File: src/rtl/hrf_pkg.sv
package hrf_pkg;
  localparam int IRQ_N   = 3;
  localparam int IRQ_EOP = 0;
  localparam int IRQ_THR = 1;
  localparam int IRQ_OVR = 2;
  localparam int ENT_W   = 9;

  function automatic logic [ENT_W-1:0] mk_status(input logic crc, input logic abort,
                                                 input logic ovr);
    return {1'b1, 4'b0000, ovr, abort, crc, ~(crc | abort | ovr)};
  endfunction
endpackage

File: src/rtl/hrf_store.sv
module hrf_store #(
  parameter int DEPTH = 128,
  parameter int CNT_W = 10,
  parameter int W     = 9
) (
  input  logic             clk_i,
  input  logic             rst_ni,
  input  logic             clr_i,
  input  logic             push_i,
  input  logic             patch_i,
  input  logic [W-1:0]     wdata_i,
  input  logic             pop_i,
  output logic [W-1:0]     rdata_o,
  output logic [CNT_W-1:0] count_o,
  output logic             full_o,
  output logic             empty_o
);
  localparam int AW = $clog2(DEPTH);

  logic [W-1:0]     mem [DEPTH];
  logic [AW-1:0]    wr_ptr_q, rd_ptr_q, last_ptr;
  logic [CNT_W-1:0] count_q;
  logic             pop;

  assign last_ptr = wr_ptr_q - AW'(1);
  assign empty_o  = (count_q == '0);
  assign full_o   = (count_q == CNT_W'(DEPTH));
  assign pop      = pop_i & ~empty_o;
  assign rdata_o  = mem[rd_ptr_q];
  assign count_o  = count_q;

  always_ff @(posedge clk_i) begin
    if (push_i)       mem[wr_ptr_q] <= wdata_i;
    else if (patch_i) mem[last_ptr] <= wdata_i;
  end

  always_ff @(posedge clk_i or negedge rst_ni) begin
    if (!rst_ni) begin
      wr_ptr_q <= '0;
      rd_ptr_q <= '0;
      count_q  <= '0;
    end else if (clr_i) begin
      wr_ptr_q <= '0;
      rd_ptr_q <= '0;
      count_q  <= '0;
    end else begin
      if (push_i) wr_ptr_q <= wr_ptr_q + AW'(1);
      if (pop)    rd_ptr_q <= rd_ptr_q + AW'(1);
      count_q <= count_q + CNT_W'(push_i) - CNT_W'(pop);
    end
  end

  a_r3_no_overflow: assert property (@(posedge clk_i) disable iff (!rst_ni)
    count_q <= CNT_W'(DEPTH));
  a_r3_empty_read: assert property (@(posedge clk_i) disable iff (!rst_ni)
    (pop_i && empty_o && !push_i && !clr_i) |=> (count_q == '0));
  a_r5_patch_count: assert property (@(posedge clk_i) disable iff (!rst_ni)
    (patch_i && !pop_i && !clr_i) |=> $stable(count_q));
endmodule

File: src/rtl/hrf_wr_ctrl.sv
module hrf_wr_ctrl
  import hrf_pkg::*;
(
  input  logic             clk_i,
  input  logic             rst_ni,
  input  logic             flush_i,
  input  logic             rx_valid_i,
  input  logic [7:0]       rx_data_i,
  input  logic             rx_eof_i,
  input  logic             rx_crc_err_i,
  input  logic             rx_abort_i,
  input  logic             full_i,
  output logic             push_o,
  output logic             patch_o,
  output logic [ENT_W-1:0] wdata_o,
  output logic             eop_o,
  output logic             ovr_o
);
  logic dropping_q;

  always_comb begin
    push_o  = 1'b0;
    patch_o = 1'b0;
    wdata_o = '0;
    eop_o   = 1'b0;
    ovr_o   = 1'b0;
    if (!flush_i) begin
      if (rx_eof_i) begin
        wdata_o = mk_status(rx_crc_err_i, rx_abort_i, dropping_q);
        push_o  = ~full_i;
        patch_o = full_i;   // no room: status overwrites newest entry
        eop_o   = 1'b1;
      end else if (rx_valid_i) begin
        if (full_i || dropping_q) ovr_o = 1'b1;
        else begin
          push_o  = 1'b1;
          wdata_o = {1'b0, rx_data_i};
        end
      end
    end
  end

  always_ff @(posedge clk_i or negedge rst_ni) begin
    if (!rst_ni)                      dropping_q <= 1'b0;
    else if (flush_i || rx_eof_i)     dropping_q <= 1'b0;
    else if (rx_valid_i && full_i)    dropping_q <= 1'b1;
  end

  a_r4_no_push_full: assert property (@(posedge clk_i) disable iff (!rst_ni)
    push_o |-> !full_i);
  a_r5_patch_when_full: assert property (@(posedge clk_i) disable iff (!rst_ni)
    patch_o |-> (full_i && rx_eof_i));
  a_r4_drop_persists: assert property (@(posedge clk_i) disable iff (!rst_ni)
    (ovr_o && !flush_i) ##1 (rx_valid_i && !rx_eof_i && !flush_i) |-> !push_o);
endmodule

File: src/rtl/hrf_irq.sv
module hrf_irq
  import hrf_pkg::*;
(
  input  logic             clk_i,
  input  logic             rst_ni,
  input  logic             flush_i,
  input  logic [IRQ_N-1:0] set_i,
  input  logic [IRQ_N-1:0] clr_i,
  input  logic [IRQ_N-1:0] mask_i,
  output logic [IRQ_N-1:0] sts_o,
  output logic             irq_o
);
  for (genvar i = 0; i < IRQ_N; i++) begin : g_flag
    logic flag_q;
    always_ff @(posedge clk_i or negedge rst_ni) begin
      if (!rst_ni)      flag_q <= 1'b0;
      else if (flush_i) flag_q <= 1'b0;
      else              flag_q <= set_i[i] | (flag_q & ~clr_i[i]);
    end
    assign sts_o[i] = flag_q;

    a_r6_w1c: assert property (@(posedge clk_i) disable iff (!rst_ni)
      (clr_i[i] && !set_i[i]) |=> !flag_q);
    a_r6_sticky: assert property (@(posedge clk_i) disable iff (!rst_ni)
      (flag_q && !clr_i[i] && !flush_i) |=> flag_q);
  end

  assign irq_o = |(sts_o & mask_i);
endmodule

File: src/rtl/hdlc_rx_fifo.sv
module hdlc_rx_fifo
  import hrf_pkg::*;
#(
  parameter int DEPTH = 128,
  parameter int CNT_W = 10
) (
  input  logic             clk_i,
  input  logic             rst_ni,
  input  logic             chan_rst_i,
  input  logic             chan_en_i,
  input  logic             frame_lock_i,
  input  logic             rx_valid_i,
  input  logic [7:0]       rx_data_i,
  input  logic             rx_eof_i,
  input  logic             rx_crc_err_i,
  input  logic             rx_abort_i,
  input  logic             rd_i,
  output logic [8:0]       rd_data_o,
  output logic [CNT_W-1:0] avail_o,
  input  logic [CNT_W-1:0] thresh_i,
  input  logic [2:0]       irq_mask_i,
  input  logic [2:0]       irq_clr_i,
  output logic [2:0]       irq_sts_o,
  output logic             irq_o
);
  logic             armed_q, active;
  logic             push, patch, full, empty, eop_evt, ovr_evt;
  logic [ENT_W-1:0] wdata;
  logic [IRQ_N-1:0] irq_set;

  // after a channel reset, intake waits for the enable to be seen low
  always_ff @(posedge clk_i or negedge rst_ni) begin
    if (!rst_ni)         armed_q <= 1'b1;
    else if (chan_rst_i) armed_q <= 1'b0;
    else if (!chan_en_i) armed_q <= 1'b1;
  end

  assign active = chan_en_i & frame_lock_i & armed_q & ~chan_rst_i;

  hrf_wr_ctrl u_wr (
    .clk_i, .rst_ni,
    .flush_i     (~active),
    .rx_valid_i, .rx_data_i, .rx_eof_i, .rx_crc_err_i, .rx_abort_i,
    .full_i      (full),
    .push_o      (push),
    .patch_o     (patch),
    .wdata_o     (wdata),
    .eop_o       (eop_evt),
    .ovr_o       (ovr_evt)
  );

  hrf_store #(.DEPTH(DEPTH), .CNT_W(CNT_W), .W(ENT_W)) u_store (
    .clk_i, .rst_ni,
    .clr_i   (chan_rst_i),
    .push_i  (push),
    .patch_i (patch),
    .wdata_i (wdata),
    .pop_i   (rd_i),
    .rdata_o (rd_data_o),
    .count_o (avail_o),
    .full_o  (full),
    .empty_o (empty)
  );

  always_comb begin
    irq_set          = '0;
    irq_set[IRQ_EOP] = eop_evt;
    irq_set[IRQ_THR] = (avail_o > thresh_i);
    irq_set[IRQ_OVR] = ovr_evt;
  end

  hrf_irq u_irq (
    .clk_i, .rst_ni,
    .flush_i (chan_rst_i),
    .set_i   (irq_set),
    .clr_i   (irq_clr_i),
    .mask_i  (irq_mask_i),
    .sts_o   (irq_sts_o),
    .irq_o
  );

  a_r8_rst_empties: assert property (@(posedge clk_i) disable iff (!rst_ni)
    chan_rst_i |=> (avail_o == '0 && irq_sts_o == '0));
  a_r9_idle_keeps: assert property (@(posedge clk_i) disable iff (!rst_ni)
    (!active && !rd_i && !chan_rst_i) |=> $stable(avail_o));
  a_r7_irq_out: assert property (@(posedge clk_i) disable iff (!rst_ni)
    irq_o == |(irq_sts_o & irq_mask_i));
  a_r3_read_empty_data: assert property (@(posedge clk_i) disable iff (!rst_ni)
    (empty && !push) |=> (avail_o == '0 || $past(active)));
endmodule

File: config.mk
export PLATFORM = sky130hd
export DESIGN_NAME = hdlc_rx_fifo
export DESIGN_NICKNAME = d
export VERILOG_FILES = /design/src/rtl/hrf_pkg.sv /design/src/rtl/hrf_store.sv /design/src/rtl/hrf_wr_ctrl.sv /design/src/rtl/hrf_irq.sv /design/src/rtl/hdlc_rx_fifo.sv
export SDC_FILE = /design/constraint.sdc
export NUM_CORES = 1
export LEC_CHECK = 0
export BUFFER_PORTS_ARGS = -buffer_cell sky130_fd_sc_hd__clkbuf_2
export CORE_MARGIN = 3
export CORE_UTILIZATION = 50
export DETAILED_ROUTE_END_ITERATION = 12
export PLACE_DENSITY = 0.66
export REMOVE_ABC_BUFFERS = 1
export SLEW_MARGIN = 20
export SYNTH_ARGS = -nofsm -noshare
export SYNTH_HDL_FRONTEND = slang
export SYNTH_HIERARCHICAL = 1
export SYNTH_SLANG_ARGS = --single-unit
File: constraint.sdc
create_clock -name clk_i -period 4.46 [get_ports clk_i]
set_clock_uncertainty 0.1 [all_clocks]
set_input_delay 0.223 -clock clk_i [delete_from_list [all_inputs] [get_ports clk_i]]
set_output_delay 0.223 -clock clk_i [all_outputs]
set_load 0.02 [all_outputs]
### Word level (Yosys, flattened, before mapping)

Memories as Yosys holds them, arrays and structs flattened.
Cells that the tools add are included.

* bits in registers: 29
* bits in writable memories: 1152
* output and inout bits: 23
* word-level logic and storage cells: 83
* memories kept: 1

* add/sub/neg operators: 5
* order comparisons: 1
* equal/unequal tests: 2
* multiplexer cells: 36
* bitwise logic cells: 21
* reductions and logical operators: 9

Memories
* u_store.mem: depth 128, width 9, rd ports 1, clocked after memory_dff 0, wr ports 1, RTL line hrf_store.sv:20 `logic [W-1:0] mem [DEPTH];`

Operator list (count)
* two-way mux 9 bit: 4
* two-way mux 7 bit: 5
* two-way mux 1 bit: 25
* adder 7 x 1 -> 7 bit (second input constant): 2
* adder 10 x 1 -> 10 bit: 1
* equality test 10 x 8 -> 1 bit (second input constant): 1
* > comparator 10 bit: 1
* zero test 10 bit: 1
* two-way mux 10 bit: 1
* subtractor 10 x 1 -> 10 bit: 1
* OR reduction 9 bit: 1
* two-way mux 8 bit: 1
* inverter 1 bit: 8
* AND 1 bit: 7
* subtractor 7 x 1 -> 7 bit (second input constant): 1
* nonzero test 2 bit: 3
* OR 1 bit: 5
* AND 3 bit: 1
* OR reduction 3 bit: 1
* logical OR 1 bit: 2
* inequality test 2 bit (second input constant): 1
* logical AND 1 bit: 1

### Logic depth before layout (Yosys ltp)

Gate-level depths: netlist of run 1.

* word-level depth: 10
* gate-level depth with buffers: 16

### By module

Netlist of run 1, hierarchy kept.

Modules (own cells, without submodules)
* hrf_store: times used 1, cells an instance 2310, area each 46226.8 um^2, sequential area each 35193.8 um^2
* hdlc_rx_fifo: times used 1, cells an instance 39, area each 296.5 um^2, sequential area each 26.3 um^2
* hrf_wr_ctrl: times used 1, cells an instance 22, area each 185.2 um^2, sequential area each 25.0 um^2
* hrf_irq: times used 1, cells an instance 17, area each 156.4 um^2, sequential area each 75.1 um^2

### Least setup slack after synthesis of run 1

No wires, ideal clock.

* path type: register to register
* start: reg u_store.count_q[8] (netlist: u_store/count_o[8])
* end: mem u_store.mem[80][0], enable pin
* setup time: 374 ps
* data arrival time: 3080 ps
* data required time: 3986 ps
* setup slack: 906 ps
* cell stages (with the launch flop): 14
* clock period less this slack: 3554 ps
* path through: dfrtp_1 > inv_1 > ha_1 > nor4bb_1 > and3_1 > nor3_4 > a21o_2 > nor3b_2 > and3_1 > a22oi_1 > o22a_1 > nand2b_1 > clkbuf_1 > nor2_1

* word-level cells in the longest chain between the ends: 10
* elaborated cells between the ends (all ways): 17
* classes of those cells: 1 x eq/ne; 13 x mux; 1 x bitwise; 2 x reduce/logical

RTL lines
* start: declaration: RTL line hrf_store.sv:22 `logic [CNT_W-1:0] count_q;`
* start signal: assignment: RTL line hrf_store.sv:49 `count_q <= count_q + CNT_W'(push_i) - CNT_W'(pop);`
* equality test 10 x 8 -> 1 bit (*): RTL line hrf_store.sv:27 `assign full_o = (count_q == CNT_W'(DEPTH));`
* named net full: RTL line hdlc_rx_fifo.sv:27 `logic push, patch, full, empty, eop_evt, ovr_evt;`
* logical OR 1 bit: RTL line hrf_wr_ctrl.sv:34 `if (full_i || dropping_q) ovr_o = 1'b1;`
* two-way mux 1 bit: RTL line hrf_wr_ctrl.sv:34
* two-way mux 1 bit: RTL line hrf_wr_ctrl.sv:33 `end else if (rx_valid_i) begin`
* two-way mux 1 bit (*): RTL line hrf_wr_ctrl.sv:28 `if (rx_eof_i) begin`
* two-way mux 1 bit (*): RTL line hrf_wr_ctrl.sv:27 `if (!flush_i) begin`
* named net push: RTL line hdlc_rx_fifo.sv:27
* two-way mux 1 bit: RTL line hrf_store.sv:33 `if (push_i) mem[wr_ptr_q] <= wdata_i;`
* two-way mux 1 bit (implied by the code): RTL line hrf_store.sv:34 `else if (patch_i) mem[last_ptr] <= wdata_i;`
* OR reduction 9 bit (no source line)
* two-way mux 7 bit (no source line) or two-way mux 1 bit (tied branches)
* end: declaration: RTL line hrf_store.sv:20

The timed path passes the listed nets; every way through them passes the cells marked *.

### Worst setup path in the final report of run 1

* start: reg u_store.rd_ptr_q[3]
* end: out rd_data_o[2]

* word-level cells in the longest chain between the ends: 1

RTL lines
* start: declaration: RTL line hrf_store.sv:21 `logic [AW-1:0] wr_ptr_q, rd_ptr_q, last_ptr;`
* start signal: assignment: RTL line hrf_store.sv:48 `if (pop) rd_ptr_q <= rd_ptr_q + AW'(1);`
* memory read (128 x 9 bit)
* end: declaration: RTL line hdlc_rx_fifo.sv:18 `output logic [8:0] rd_data_o,`

Every way passes these cells.

==> results of run 1 <==
state kept, by name, summed over array words and instances (netlist names):
register	count
u_store/wr_ptr_q	7
u_store/rd_ptr_q	7
armed_q	1
u_store/count_o	10
u_store/mem	1152
u_irq/g_flag.flag_q	3
u_wr/dropping_q	1
critical path, delay by kind of cell, from the launching register on:
family / cells / cell delay, ns
buf+inv: 2 / 0.49
compound gates: 3 / 1.67
flops: 1 / 0.54
simple gates: 1 / 0.68
cell type report:
type | count | area (sq um)
clock buffer | 149 | 3110
clock inverter | 65 | 702
fill | 6693 | 38200
inverter | 36 | 135
multi-input combinational | 1033 | 10700
sequential | 1181 | 35300
tap | 1243 | 1560
timing repair buffer | 328 | 2590
routing by layer:
metal	vias up	part of all wire
li1	10400	-
met1	12900	0.40
met2	1084	0.49
met3	187	0.076
met4	0	0.030
met5	-	0
what timing repair did:
item / in CTS / in global routing
hold buffers: 13 / 0
setup buffers: 1 / 0
hold endpoints to repair: 63 / 0
pin swaps: 0 / 0
gates resized for setup: 0 / 2
endpoints found under the setup margin: 1 / 5
per-stage QoR:
step	setup TNS [ns]	util	setup slack (ns)	instances
after floorplan	-117.41	-	-8.58	2250
after global placement	0	0.543	0.424	3807
after detailed placement	0	0.543	0.299	3807
after CTS	0	0.586	0.0314	4035
after global routing	0	0.586	0.0177	4035
final	0	0.586	0.0366	4035
report_power, final:
| group | switching (W) | leakage, nW | internal (W) | total, W |
|---|---|---|---|---|
| Sequential | 0.000110 | 9.17 | 0.0121 | 0.0122 |
| Combinational | 0.00147 | 4.67 | 0.00124 | 0.00270 |
| Clock | 0.00409 | 1.85 | 0.00561 | 0.00971 |
| Total | 0.00567 | 15.7 | 0.0189 | 0.0246 |
final timing paths:
path / depth (start not counted) / end / slack (ns)
max: 6 / rd_data_o[2] / 0.04
min: 4 / u_wr/dropping_q$_DFFE_PN0P_ / 0.04
max reg2reg: 13 / u_store/mem[16][3]$_DFFE_PP_ / 0.32
min reg2reg: 2 / u_store/wr_ptr_q[4]$_DFFE_PN0P_ / 0.55
max in group asynchronous: 2 / u_store/rd_ptr_q[0]$_DFFE_PN0P_ / 3.56
min in group asynchronous: 2 / u_store/count_o[4]$_DFF_PN0_ / 0.08
==> metrics, run 1 <==
vias in the first global route=25100; total iterations of the first detailed-routing run=5; maximum number of pins on one net before global-route repair=124; fraction of met3 tracks used by global routing=0.0346; Min-Delay Path Class=primary input to register; Starting Density=0.507; full die area=just under 0.1 sq mm; Non-Filler Cell Area, Final=0.0541 sq mm; R2R Path Start=u_store/count_o[8]$_DFF_PN0_; antenna violations before repair=0; crit share post-route=0.992; Synth warnings=6; IO buf count=56; synthesized netlist cell count=2387; launch point of the worst hold path=rx_valid_i; global-route track usage on met2=0.386; detail-routed net length per standard cell=28.7 um; endpoints failing setup=0; antenna viol nets, final=0; area of the core region=between 0.09 and 0.1 sq mm; clock tree from TritonCTS=built; global router's overall resource usage=0.239; commonest non-fill, non-tap cell in the layout=edfxtp_1; CTS max path bufs=3; final-report hold violation count=0; total DRC errors in the routed layout=0; via count=24600; Final Max Slew Viols=0; violation count after the first detailed-routing iteration=3266; number of antenna cells inserted=0; average via count per standard cell=~6; GPL Wtd Cong=0.868; fraction of layout cells with a size suffix above 1=0.263; startpoint class of the critical path=register; Leakage=15.7 nW; TritonCTS buffer count=115; critical path start-end classification=register to output pin; max-capacitance violation count=0; commonest cells after routing, fill and taps aside=edfxtp_1, buf_4, mux4_2; area grow syn2layout=15.5%; Detail Placement HPWL=73.8 mm; cell chain of the critical path=buf_4, nor2_4, a211oi_1, a211oi_1, o32a_1, clkbuf_2; highest clock rate=226 MHz; Tmin final=4.42 ns; Worst slew margin=0.317; sort of element at the end of the critical path=output pin; delay of the slowest cell on the worst path=0.93 ns; IO Pins=57; CP Max Fanout=20; setup repair after global routing missed its margin=no; die width=around 310 um; Worst Setup SP=u_store/rd_ptr_q[3]$_DFFE_PN0P_; Hold Slack=about 0.043 ns; total power after layout=0.0246 W; global routing's busiest layer=met2; Total Wirelength=116 mm; slowest stage cell, crit path=a211oi_1; Critical Path Most Common Cell=a211oi_1; cell at the root of the clock tree=clkbuf_16; outcome=complete, no violations; syn avg cell area=19.6 sq um; global-route wire length before repair=between 150 and 200 mm; data arrival time of the critical path=a little over 4 ns; IR drop worst, VDD=about 0.32 mV; netlist area before placement=0.0469 sq mm; Clk pin slew, worst setup/hold paths=~0.06 ns; TritonCTS Sinks=approximately 1200; data required time at the worst endpoint=4.14 ns; GRT met1 Usage=0.342; H-tree Lvls=3; site row count=111; total power density per cell area=~450 mW/mm^2; pin slew with the least headroom to its limit=1.02 ns; insertion delay to the later sink of the worst-skew pair=0.68 ns; post-layout net count=2758; placed cell area=0.0501 sq mm; floorplan die height=312 um; overall overflow remaining after global route=0
No activity file was read; power rests on OpenSTA's default activity.
==> inputs of run 2 (changes only) <==
- REMOVE_ABC_BUFFERS: 1 -> default
==> run 2 against run 1 <==
Against the previous run: register-to-register slack worse by 0.11 ns; via count is 0.43% higher; critical path type unchanged; non-clock buffer count is 47 lower; critical path depth increased by 2; maximum frequency rose by 1.8%; combinational power increased by 5%.
==> metrics, run 2 (synthesis results as in run 1) <==
Min-Delay Path Class=primary input to register (unchanged); register containing the most flip-flops in the final layout=u_store/mem (unchanged); floorplan die height=312 um (unchanged); IO Pins=57 (unchanged); data arrival time of the critical path=4.02 ns (was 4.10 ns); part of the power in the clock network=0.406 (was 0.395); GPL Wtd Cong=0.876 (was 0.868); area of the core region=0.0924 sq mm (unchanged); final-report hold violation count=0 (unchanged); global-route wire length before repair=173 mm (was 172 mm); slowest stage cell, crit path=dfrtp_4 (was a211oi_1); clock tree from TritonCTS=built (unchanged); total power after layout=0.0252 W (was 0.0246 W); maximum number of pins on one net before global-route repair=86 (was 124); total DRC errors in the routed layout=0 (unchanged); antenna violations before repair=1 (was 0); die width=312 um (unchanged); Clk pin slew, worst setup/hold paths=0.06 ns (about the same); total power density per cell area=466 mW/mm^2 (was 454 mW/mm^2); sort of element at the end of the critical path=output pin (unchanged); Worst Setup SP=u_store/rd_ptr_q[0]$_DFFE_PN0P_ (was u_store/rd_ptr_q[3]$_DFFE_PN0P_); setup TNS=0 ns (unchanged); IO buf count=56 (unchanged); cell chain of the critical path=buf_12, buf_12, mux4_2, a221oi_1, a32oi_1, a211o_1, o32a_1, clkbuf_2 (was buf_4, nor2_4, a211oi_1, a211oi_1, o32a_1, clkbuf_2); insertion delay to the later sink of the worst-skew pair=0.69 ns (was 0.68 ns); Worst slew margin=0.289 (was 0.317); commonest cells after routing, fill and taps aside=edfxtp_1, mux4_2, buf_4 (was edfxtp_1, buf_4, mux4_2); H-tree Lvls=3 (unchanged); crit share post-route=0.975 (was 0.992); outcome=complete, no violations (unchanged); pin slew with the least headroom to its limit=1.07 ns (was 1.02 ns); Detail Placement HPWL=74.5 mm (was 73.8 mm); worst path buffer plus inverter count=3 (was 2); max reg flops=1152 (unchanged); fraction of layout cells with a size suffix above 1=0.259 (was 0.263); setup repair after global routing missed its margin=yes (was no); highest clock rate=230 MHz (was 226 MHz); core occupancy in the finished layout=0.586 (about the same); count of filler cells inserted in the layout=6637 (was 6693); violation count after the first detailed-routing iteration=2833 (was 3266); Starting Density=0.507 (unchanged); commonest non-fill, non-tap cell in the layout=edfxtp_1 (unchanged); antenna viol nets, final=0 (unchanged); average via count per standard cell=6.19 (was 6.10); critical path start-end classification=register to output pin (unchanged); cell at the root of the clock tree=clkbuf_16 (unchanged); global router's overall resource usage=0.243 (was 0.239); Internal Pwr Total=0.0194 W (was 0.0189 W); Total Wirelength=117 mm (was 116 mm); via count=24700 (was 24600); total iterations of the first detailed-routing run=6 (was 5); Tmin final=4.35 ns (was 4.42 ns); detail-routed net length per standard cell=29.4 um (was 28.7 um); Switch Pwr=0.00579 W (was 0.00567 W); full die area=0.0974 sq mm (unchanged); vias in the first global route=25100 (about the same); post-layout net count=2710 (was 2758); fraction of power spent switching nets=0.230 (was 0.231); Critical Path Most Common Cell=buf_12 (was a211oi_1); power share of the sequential group=0.482 (was 0.495); fin worst setup slack=0.113 ns (was 0.0366 ns); CTS max path bufs=3 (unchanged); max-capacitance violation count=0 (unchanged); IR drop worst, VDD=0.343 mV (was 0.322 mV); Final Max Slew Viols=0 (unchanged); startpoint class of the critical path=register (unchanged); site row count=111 (unchanged); data required time at the worst endpoint=4.14 ns (about the same); launch point of the worst hold path=rx_valid_i (unchanged); TritonCTS buffer count=114 (was 115); Leakage=15.5 nW (was 15.7 nW); DP Worst Slack=0.239 ns (was 0.299 ns); CP Max Fanout=41 (was 20); TritonCTS Sinks=1181 (unchanged); area grow syn2layout=15.4% (was 15.5%); delay of the slowest cell on the worst path=0.62 ns (was 0.93 ns); R2R Path Start=u_store/count_o[8]$_DFF_PN0_ (unchanged); combinational power share=0.112 (was 0.110); family of cells with the greatest summed delay on the critical path=compound AO/OA/AOI/OAI gates (unchanged); post-synth net total=2450; overall overflow remaining after global route=0 (unchanged); endpoints failing setup=0 (unchanged)
-- run 2: area by class of cell --
type	instances	area, sq um	share of cell area
clock inverters	83	1060	0.0196
flip-flops and latches	1181	35300	0.653
repair buffers	281	2310	0.0428
clock buffers	132	2960	0.0548
multi-input cells	1033	10700	0.198
inverters	36	135	0.00250
diodes	2	5.00	0.0000925
well taps	1243	1560	0.0288
-- run 2: final timing paths --
check	to	slack, ns	cells after the start
min in group asynchronous	u_store/count_o[2]$_DFF_PN0_	0.09	2
worst min register to register	u_irq/g_flag[0].flag_q$_DFF_PN0_	0.49	2
max in group asynchronous	u_store/rd_ptr_q[1]$_DFFE_PN0P_	3.50	2
worst max register to register	u_store/mem[106][4]$_DFFE_PP_	0.21	13
worst max-delay path	rd_data_o[8]	0.11	8
worst min-delay path	u_wr/dropping_q$_DFFE_PN0P_	0.02	4
-- run 2: metrics by stage --
| stage | instance area, sq um | std cells | hold WS (ns) |
|---|---|---|---|
| finish | 54100 | 3991 | 0.0219 |
| global route | 54100 | 3989 | 0.0482 |
| CTS | 54000 | 3988 | 0.0151 |
| detailed placement | 49900 | 3761 | 0.298 |
| global placement | 49900 | 3761 | 0.283 |
| floorplan | 46900 | 2387 | -0.173 |
-- run 2: power by group through the flow --
stage,clock network [W],registers [W],logic [W]
after floorplan,0,0.0124,0.00197
after global placement,0,0.0124,0.00277
after detailed placement,0,0.0124,0.00280
after CTS,0.0104,0.0122,0.00284
after global routing,0.0109,0.0122,0.00302
final,0.0102,0.0122,0.00283
-- run 2: per-layer routing --
metal,routed length [um],GRT usage,part of all wire
met5,0,0,0
met4,3460,0.0788,0.029
met2,56400,0.388,0.48
met3,10700,0.0465,0.091
met1,46900,0.342,0.40
-- run 2: repair_timing --
action / 4_1_cts / 5_1_grt
gates cloned: 0 / 0
hold endpoints to repair: 53 / 0
hold buffers: 11 / 0
endpoints found under the setup margin: 5 / 29
setup buffers: 1 / 0
pin swaps: 0 / 0
resized for setup: 2 / 3
-- run 2: worst reg2reg max path, cell delays in order (launching register included) --
cell      delay (ns)
dfrtp_1         0.40
inv_1           0.08
ha_1            0.15
nor4bb_1        0.38
and3_1          0.33
nor3_4          0.07
a21o_2          0.24
buf_4           0.19
nor3b_2         0.25
nand2_1         0.18
xnor2_1         0.21
and2_1          0.22
nand2b_1        0.36
nor2_1          0.72
